===== src/rtl/skew_sel_pkg.sv =====
package skew_sel_pkg;

   typedef logic [1:0] tri_code_t;

   typedef enum logic [1:0] {
      FN_SKEW = 2'd0,
      FN_DIV2 = 2'd1,
      FN_DIV4 = 2'd2,
      FN_INV  = 2'd3
   } pair_fn_e;

   typedef struct packed {
      pair_fn_e          fn;
      logic signed [3:0] ofs;
   } pair_cfg_t;

   localparam int KIND_FINE = 0;
   localparam int KIND_DIV4 = 1;
   localparam int KIND_INV  = 2;

   localparam pair_cfg_t CFG_ZERO = '{fn: FN_SKEW, ofs: 4'sd0};

   function automatic int tri_level(tri_code_t c);
      case (c)
         2'b00:   return 0;
         2'b10:   return 2;
         default: return 1;
      endcase
   endfunction

   function automatic pair_cfg_t decode_pair(int kind, tri_code_t hi, tri_code_t lo);
      pair_cfg_t r;
      int        idx;
      idx   = 3 * tri_level(hi) + tri_level(lo);
      r.fn  = FN_SKEW;
      r.ofs = 4'sd0;
      if (kind == KIND_FINE) begin
         r.ofs = 4'(idx - 4);
      end else if (idx == 0) begin
         r.fn = FN_DIV2;
      end else if (idx == 8) begin
         r.fn = (kind == KIND_DIV4) ? FN_DIV4 : FN_INV;
      end else begin
         r.ofs = 4'(2 * (idx - 4));
      end
      return r;
   endfunction

   function automatic int max3(int a, int b, int c);
      int m;
      m = (a > b) ? a : b;
      return (m > c) ? m : c;
   endfunction

endpackage


===== src/rtl/skew_bypass_gate.sv =====
module skew_bypass_gate (
   input  logic       clk,
   input  logic       rst_n,
   input  logic [1:0] test_code,
   input  logic       ref_in,
   output logic       adv
);
   logic ref_q;
   logic bypass;

   always_ff @(posedge clk or negedge rst_n) begin
      if (!rst_n) ref_q <= 1'b0;
      else        ref_q <= ref_in;
   end

   assign bypass = (test_code != 2'b00);
   assign adv    = bypass ? (ref_in & ~ref_q) : 1'b1;
endmodule


===== src/rtl/skew_phase_ctr.sv =====
module skew_phase_ctr #(
   parameter int N_LOW  = 44,
   parameter int N_MID  = 26,
   parameter int N_HIGH = 16,
   parameter int CW     = 6
) (
   input  logic          clk,
   input  logic          rst_n,
   input  logic          adv,
   input  logic [1:0]    range_code,
   output logic [CW-1:0] cnt,
   output logic [CW-1:0] n_cur,
   output logic          zero_pt,
   output logic          live,
   output logic [1:0]    dcyc
);
   logic          wrap;
   logic [CW-1:0] n_sel;

   always_comb begin
      case (range_code)
         2'b00:   n_sel = CW'(N_LOW);
         2'b10:   n_sel = CW'(N_HIGH);
         default: n_sel = CW'(N_MID);
      endcase
   end

   assign wrap    = (cnt == n_cur - CW'(1));
   assign zero_pt = adv & wrap;

   always_ff @(posedge clk or negedge rst_n) begin
      if (!rst_n) begin
         cnt   <= CW'(N_MID - 1);
         n_cur <= CW'(N_MID);
         live  <= 1'b0;
         dcyc  <= 2'd0;
      end else if (adv) begin
         live <= 1'b1;
         if (wrap) begin
            cnt   <= '0;
            n_cur <= n_sel;
            if (live) dcyc <= dcyc + 2'd1;
         end else begin
            cnt <= cnt + CW'(1);
         end
      end
   end
endmodule


===== src/rtl/skew_pair_gen.sv =====
module skew_pair_gen
   import skew_sel_pkg::*;
#(
   parameter int KIND = KIND_FINE,
   parameter int CW   = 6
) (
   input  logic          clk,
   input  logic          rst_n,
   input  logic          load,
   input  tri_code_t     hi_code,
   input  tri_code_t     lo_code,
   input  logic [CW-1:0] cnt,
   input  logic [CW-1:0] n_cur,
   input  logic          live,
   input  logic [1:0]    dcyc,
   output logic          q
);
   localparam int EW = CW + 2;

   pair_cfg_t     cfg_q;
   logic [EW-1:0] ofs_x, n_x, sum, pos;
   logic [CW-1:0] half;
   logic          wave_skew, wave;

   always_ff @(posedge clk or negedge rst_n) begin
      if (!rst_n)    cfg_q <= CFG_ZERO;
      else if (load) cfg_q <= decode_pair(KIND, hi_code, lo_code);
   end

   assign half  = n_cur >> 1;
   assign n_x   = {2'b00, n_cur};
   assign ofs_x = {{(EW-4){cfg_q.ofs[3]}}, cfg_q.ofs};
   assign sum   = {2'b00, cnt} + n_x - ofs_x;

   always_comb begin
      if (sum >= (n_x << 1))  pos = sum - (n_x << 1);
      else if (sum >= n_x)    pos = sum - n_x;
      else                    pos = sum;
   end

   assign wave_skew = (pos < {2'b00, half});

   always_comb begin
      case (cfg_q.fn)
         FN_DIV2: wave = ~dcyc[0];
         FN_DIV4: wave = ~(dcyc[1] ^ dcyc[0]);
         FN_INV:  wave = (cnt >= half);
         default: wave = wave_skew;
      endcase
   end

   assign q = live & wave;
endmodule


===== src/rtl/skew_phase_sel.sv =====
module skew_phase_sel
   import skew_sel_pkg::*;
#(
   parameter int N_LOW  = 44,
   parameter int N_MID  = 26,
   parameter int N_HIGH = 16
) (
   input  logic        tb_clk,
   input  logic        rst_n,
   input  logic [1:0]  range_sel,
   input  logic [1:0]  test_sel,
   input  logic        ref_in,
   input  logic [15:0] pair_sel,
   output logic [7:0]  clk_out
);
   localparam int NPAIR   = 4;
   localparam int N_MAX   = max3(N_LOW, N_MID, N_HIGH);
   localparam int CW      = $clog2(N_MAX + 1);
   localparam int MAX_OFS = 6;

   if ((N_LOW % 2) != 0 || (N_MID % 2) != 0 || (N_HIGH % 2) != 0) begin : g_bad_even
      $error("skew_phase_sel: every period must be even");
   end
   if (N_LOW / 2 <= MAX_OFS || N_MID / 2 <= MAX_OFS || N_HIGH / 2 <= MAX_OFS) begin : g_bad_span
      $error("skew_phase_sel: half period must exceed the largest offset");
   end

   logic          adv;
   logic [CW-1:0] cnt_w, ncur_w;
   logic          zero_pt, live;
   logic [1:0]    dcyc;

   skew_bypass_gate u_gate (
      .clk       (tb_clk),
      .rst_n     (rst_n),
      .test_code (test_sel),
      .ref_in    (ref_in),
      .adv       (adv)
   );

   skew_phase_ctr #(
      .N_LOW (N_LOW), .N_MID (N_MID), .N_HIGH (N_HIGH), .CW (CW)
   ) u_ctr (
      .clk        (tb_clk),
      .rst_n      (rst_n),
      .adv        (adv),
      .range_code (range_sel),
      .cnt        (cnt_w),
      .n_cur      (ncur_w),
      .zero_pt    (zero_pt),
      .live       (live),
      .dcyc       (dcyc)
   );

   for (genvar p = 0; p < NPAIR; p++) begin : g_pair
      localparam int K = (p < 2) ? KIND_FINE : ((p == 2) ? KIND_DIV4 : KIND_INV);
      logic q;
      skew_pair_gen #(.KIND (K), .CW (CW)) u_pg (
         .clk     (tb_clk),
         .rst_n   (rst_n),
         .load    (zero_pt),
         .hi_code (pair_sel[4*p+3 -: 2]),
         .lo_code (pair_sel[4*p+1 -: 2]),
         .cnt     (cnt_w),
         .n_cur   (ncur_w),
         .live    (live),
         .dcyc    (dcyc),
         .q       (q)
      );
      assign clk_out[2*p]   = q;
      assign clk_out[2*p+1] = q;
   end
endmodule


===== config.mk =====
export PLATFORM = sky130hd
export DESIGN_NAME = skew_phase_sel
export DESIGN_NICKNAME = d
export VERILOG_FILES = /design/src/rtl/skew_sel_pkg.sv /design/src/rtl/skew_bypass_gate.sv /design/src/rtl/skew_phase_ctr.sv /design/src/rtl/skew_pair_gen.sv /design/src/rtl/skew_phase_sel.sv
export SDC_FILE = /design/constraint.sdc
export NUM_CORES = 1
export LEC_CHECK = 0
export ABC_AREA = 1
export BUFFER_PORTS_ARGS = -buffer_cell sky130_fd_sc_hd__buf_2
export CAP_MARGIN = 5
export CORE_MARGIN = 10
export CORE_UTILIZATION = 30
export CTS_CLUSTER_DIAMETER = 150
export DETAILED_ROUTE_END_ITERATION = 7
export PLACE_DENSITY_LB_ADDON = 0.12
export SLEW_MARGIN = 20
export SYNTH_ARGS = -nofsm -noshare
export SYNTH_HDL_FRONTEND = slang
export SYNTH_SLANG_ARGS = --single-unit

===== constraint.sdc =====
create_clock -name tb_clk -period 7.75 [get_ports tb_clk]
set_input_delay 0.775 -clock tb_clk [delete_from_list [all_inputs] [get_ports tb_clk]]
set_output_delay 0.775 -clock tb_clk [all_outputs]
set_load 0.02 [all_outputs]

; Word-level counts from Yosys, hierarchy flattened
; Cells that the tools add are included.
; W data, S select, Z words.
[word_totals]
reg_bits = 36
input_bits = 23
out_inout_bits = 8
elab_cells = 131
[op_classes]
n_addsub = 24
multipliers = 4
magnitude_cmp = 13
eq_ne = 18
muxes = 37
bitwise = 10
n_reduce_logical = 14
[ops]
columns = op, count
row1 = $mux W32, 6
row2 = $add A32 B32 Y32, 2
row3 = $eq A32 B5 Y1 const B, 2
row4 = $logic_not A32 Y1, 2
row5 = $mul A3 B32 Y32 const A, 2
row6 = $mul A3 B32 Y4 const A, 2
row7 = $mux W8, 8
row8 = $ge A8 B6 Y1, 4
row9 = $ge A8 B7 Y1, 4
row10 = $lt A8 B5 Y1, 4
row11 = $pmux W2 S2, 8
row12 = $sub A8 B6 Y8, 4
row13 = $sub A8 B7 Y8, 4
row14 = $sub A8 B8 Y8, 4
row15 = $eq A2 B2 Y1 const B, 13
row16 = $mux W4, 6
row17 = $logic_not A2 Y1, 9
row18 = $pmux W6 S2, 1
row19 = $add A4 B4 Y4, 2
row20 = $mux W2, 4
row21 = $sub A4 B4 Y4 const B, 2
row22 = $add A6 B6 Y7, 1
row23 = $add A6 B1 Y6 const B, 1
row24 = $and A1 B1 Y1, 6
row25 = other kinds (14), 19

; Logic depth before layout (Yosys ltp)
[logic_depth]
ltp_word = 10
ltp_mapped = 31
depth_no_buf = 30

; Modules after synthesis
; From an unflattened synthesis, not the netlist that was laid out.
[hier_totals]
hier_cells = 1123
hier_area_um2 = 7593.5
[by_module_without_submodules]
columns = mod, n_inst, cells_each, area_each_um2, seq_area_each_um2
row1 = skew_pair_gen at g_pair[2].u_pg, 1, 262, 1737.9, 125.1
row2 = skew_pair_gen at g_pair[3].u_pg, 1, 261, 1716.6, 125.1
row3 = skew_pair_gen at g_pair[0].u_pg, 1, 243, 1642.8, 100.1
row4 = skew_pair_gen at g_pair[1].u_pg, 1, 240, 1601.5, 100.1
row5 = skew_phase_ctr, 1, 102, 787.0, 332.8
row6 = skew_phase_sel, 1, 8, 60.1, 0.0
row7 = skew_bypass_gate, 1, 7, 47.5, 25.0

; Worst setup path after synthesis
; OpenSTA, ideal clock, no wires.
[synth_timing]
path_type = flip-flop to output port
startpoint = reg u_ctr.n_cur[1]
endpoint = out clk_out[0]
arrival_ps = 4678
required_ps = 6975
slack_ps = 2297
path_stages_with_launch = 27
n_path_buf = 1
path_cell_list = dfstp_2 > ha_1 > fa_1 > ha_1 > a21oi_1 > o21ai_2 > xor2_1 > inv_1 > ha_1 > nand2_1 > nor3_1 > a211oi_1 > inv_1 > nor2_1 > nand2_1 > nor2_1 > nand2_1 > nand3_1 > o21ai_0 > ha_1 > a21oi_1 > o21ai_0 > a211o_1 > a21oi_1 > nand2_1 > inv_1 > buf_4
[synth_between]
elab_chain_cells = 7
elab_cells_between_ends = 10
cone_classes = add/sub (4) / order compare (3) / mux (2) / bitwise (1)
[synth_lines]
columns = element, line_no
row1 = from (decl), skew_phase_ctr.sv:12  ; output logic [CW-1:0] n_cur,
row2 = from (signal assigned), skew_phase_ctr.sv:34  ; n_cur <= CW'(N_MID);
row3 = from (signal assigned), skew_phase_ctr.sv:41  ; n_cur <= n_sel;
row4 = $add A6 B6 Y7, skew_pair_gen.sv:33  ; assign sum = {2'b00, cnt} + n_x - ofs_x;
row5 = $sub A8 B8 Y8, skew_pair_gen.sv:33
row6 = $sub A8 B6 Y8 / $ge A8 B6 Y1 (equally long branches), skew_pair_gen.sv:37  ; else if (sum >= n_x) pos = sum - n_x;
row7 = $mux W8, skew_pair_gen.sv:37
row8 = $mux W8, skew_pair_gen.sv:36  ; if (sum >= (n_x << 1)) pos = sum - (n_x << 1);
row9 = $lt A8 B5 Y1 *, skew_pair_gen.sv:41  ; assign wave_skew = (pos < {2'b00, half});
row10 = $and A1 B1 Y1 *, skew_pair_gen.sv:52  ; assign q = live & wave;
row11 = to (decl), skew_phase_sel.sv:14  ; output logic [7:0] clk_out
; Mark *: on every way between the ends. The rest lies on a longest branch, timed or not.

; Worst setup path after layout
[layout_timing]
startpoint = reg u_ctr.n_cur[1]
endpoint = out clk_out[1]
; Same word-level chain as after synthesis.

==> flow_metrics.tcl <==
set metrics [dict create \
    cts_buffer_depth 2 \
    clk_pin_slew_ns 0.06 \
    wl_um 16500 \
    netlist_area_um2 5990 \
    synth_area_leaders "ha_1 22%, nand2_1 13%, dfrtp_1 11%" \
    dr.first_iter.drc_count 228 \
    cp.arrival_ns 5.76 \
    vias 5514 \
    io_pins 31 \
    outcome "finished clean" \
    initial_core_util 0.307 \
    synth_cells 882 \
    drive_above_1_share 0.0719 \
    cts_max_level 2 \
    skew_ns 0.00541 \
    die_y_um 161 \
    yosys_warnings 0 \
    fmax_ghz 0.153 \
    required_ns 6.97 \
    slew_viol_final 0 \
    start_kind "register" \
    synth_top_cell_area_share 0.219 \
    synth_top_area_cell "ha_1" \
    worstRegToRegCells 15 \
    synth-seq-cells 32 \
    r2r_slack_ns 4.66 \
    grt_overflow 0 \
    cts_buffers 5 \
    clk_latency_ns 0.28 \
    drc 0 \
    gp_congestion 0.820 \
    most-common-layout-cells "214 x nand2_1, 137 x inv_1, 105 x ha_1" \
    die_x_um 161 \
    grt_max_degree 45 \
    post_cts_resized 0 \
    finalHoldViolCount 0 \
    route.antenna.remaining_nets 0 \
    core_um2 19500 \
    hold_depth 2 \
    num_antenna_cells 0 \
    post_drt_via_cell_ratio 4.72 \
    endpoint_kind "primary output" \
    path_class "register to primary output" \
    rows 51 \
    fin_crit_sh 0.844 \
    first_pass_iters 5 \
    finalSetupViolations 0 \
    cts.sink_count 32 \
    layout_commonest_cell "nand2_1" \
    cts-root-buf "clkbuf_16" \
    grt_pass1_wl_um 27600 \
    fin_nets 1048 \
    routedWlPerCell_um 14.1 \
    gr-usage-all-layers 0.127 \
    seq_area_frac_synth 0.135 \
    tritoncts "built" \
    period_needed_ns 6.54 \
    hold_path_class "register to register" \
    area.growth.synth_to_final_pct 9.01 \
    dp_hpwl_um 13400 \
    synth.distinct_cells 47 \
    antenna_found_initial 0 \
    tightest_slew_ns 0.786 \
    die-area_um2 26000 \
    cap_violations 0 \
    tns_ns 0 \
    critPathMaxFanout 13 \
    rsz0062_at_grt "false" \
    postCtsSetupRepairBufs 0 \
    syn_avg_cell_area_um2 6.79 \
    max_slew_margin 0.476 \
    grt_pass1_vias 5430 \
    cts_hold_buf 0 \
    synth.net_count 1027 \
    portBuffers 30 \
]
-- final cells by class --
class,count,area [um^2]
clock buffer,8,156
sequential,32,808
tap,265,332
fill,2226,13000
multi-input combinational,692,4530
timing repair buffer,34,180
inverter,138,518
-- cell usage after synthesis (all sizes together) --
master	instances
a21boi	3
inv	138
o21ai	57
o2111ai	1
a211oi	3
ha	105
nor4	3
o211ai	6
nand3	55
a31oi	3
o21bai	3
fa	17
o21a	4
nor3b	3
dfrtp	26
or2	11
clkbuf	8
buf	12
a41oi	1
a211o	1
nand3b	6
dfstp	6
a21oi	52
nand4	19
mux2i	2
o311ai	1
nor2	60
a21o	3
nand2b	1
o22ai	1
nand2	215
xnor2	17
and2	1
o31ai	1
xor2	28
o221ai	1
nor3	8
-- cell families (layout without fill, tap and decap cells) --
kind of cell / count (synthesis) / in the layout / share of synthesized area
buffers and inverters: 158 / 180 / 0.108
DFF: 32 / 32 / 0.135
muxes: 2 / 2 / 0.00334
AOI/OAI and AO/OA: 141 / 141 / 0.132
xor gates and xnor gates: 45 / 45 / 0.0658
adders and majority gates: 122 / 122 / 0.276
and+or+nand+nor: 382 / 382 / 0.279
-- through the flow --
stage | utilization | instance area (um^2) | instances | setup slack, ns | hold slack, ns
floorplan | - | 5990 | 882 | 2.30 | 0.446
global placement | 0.326 | 6370 | 1161 | 1.44 | 0.480
detailed placement | 0.326 | 6370 | 1161 | 1.46 | 0.486
CTS | 0.334 | 6530 | 1169 | 1.15 | 0.498
global route | 0.334 | 6530 | 1169 | 0.598 | 0.531
finish | 0.334 | 6530 | 1169 | 1.21 | 0.502
-- metal layers --
metal,global-route usage,up-vias,share of wire
met5,0,-,0
met4,0.0182,0,0.0066
met3,0.0127,10,0.026
met2,0.204,81,0.44
met1,0.183,2481,0.53
li1,-,2942,-
-- registers in the layout, indices dropped and copies added (netlist names) --
| signal | count |
|---|---|
| u_ctr.cnt | 6 |
| u_gate.ref_q | 1 |
| u_ctr.live | 1 |
| u_ctr.dcyc | 2 |
| g_pair.u_pg.cfg_q | 18 |
| u_ctr.n_cur | 4 |
-- final timing paths --
path	endpoint	startpoint
worst min-delay path	u_ctr.dcyc[1]$_DFFE_PN0P_	u_ctr.dcyc[1]$_DFFE_PN0P_
max in group asynchronous	u_ctr.cnt[5]$_DFFE_PN0P_	rst_n
min in group asynchronous	g_pair[0].u_pg.cfg_q[0]$_DFFE_PN0P_	rst_n
worst max register to register	g_pair[1].u_pg.cfg_q[0]$_DFFE_PN0P_	u_ctr.n_cur[2]$_DFFE_PN0P_
worst max-delay path	clk_out[1]	u_ctr.n_cur[1]$_DFFE_PN1P_
worst min register to register	u_ctr.dcyc[1]$_DFFE_PN0P_	u_ctr.dcyc[1]$_DFFE_PN0P_
-- critical path, stage by stage, from the launching register on --
cell	delay, ns
dfstp_2	0.76
ha_1	0.27
fa_1	0.54
ha_1	0.42
a21oi_1	0.20
o21ai_2	0.10
xor2_1	0.30
inv_1	0.13
ha_1	0.37
nand2_1	0.13
nor3_1	0.07
a211oi_1	0.31
inv_1	0.10
nor2_1	0.14
nand2_1	0.09
nor2_1	0.12
nand2_1	0.07
nand3_1	0.07
o21ai_0	0.09
ha_1	0.30
a21oi_1	0.14
o21ai_0	0.09
a211o_1	0.25
a21oi_1	0.11
nand2_1	0.07
inv_1	0.06
buf_2	0.16
Power is not shown: default switching activity piles up to over one toggle a cycle in this logic, so the estimate is an artifact.
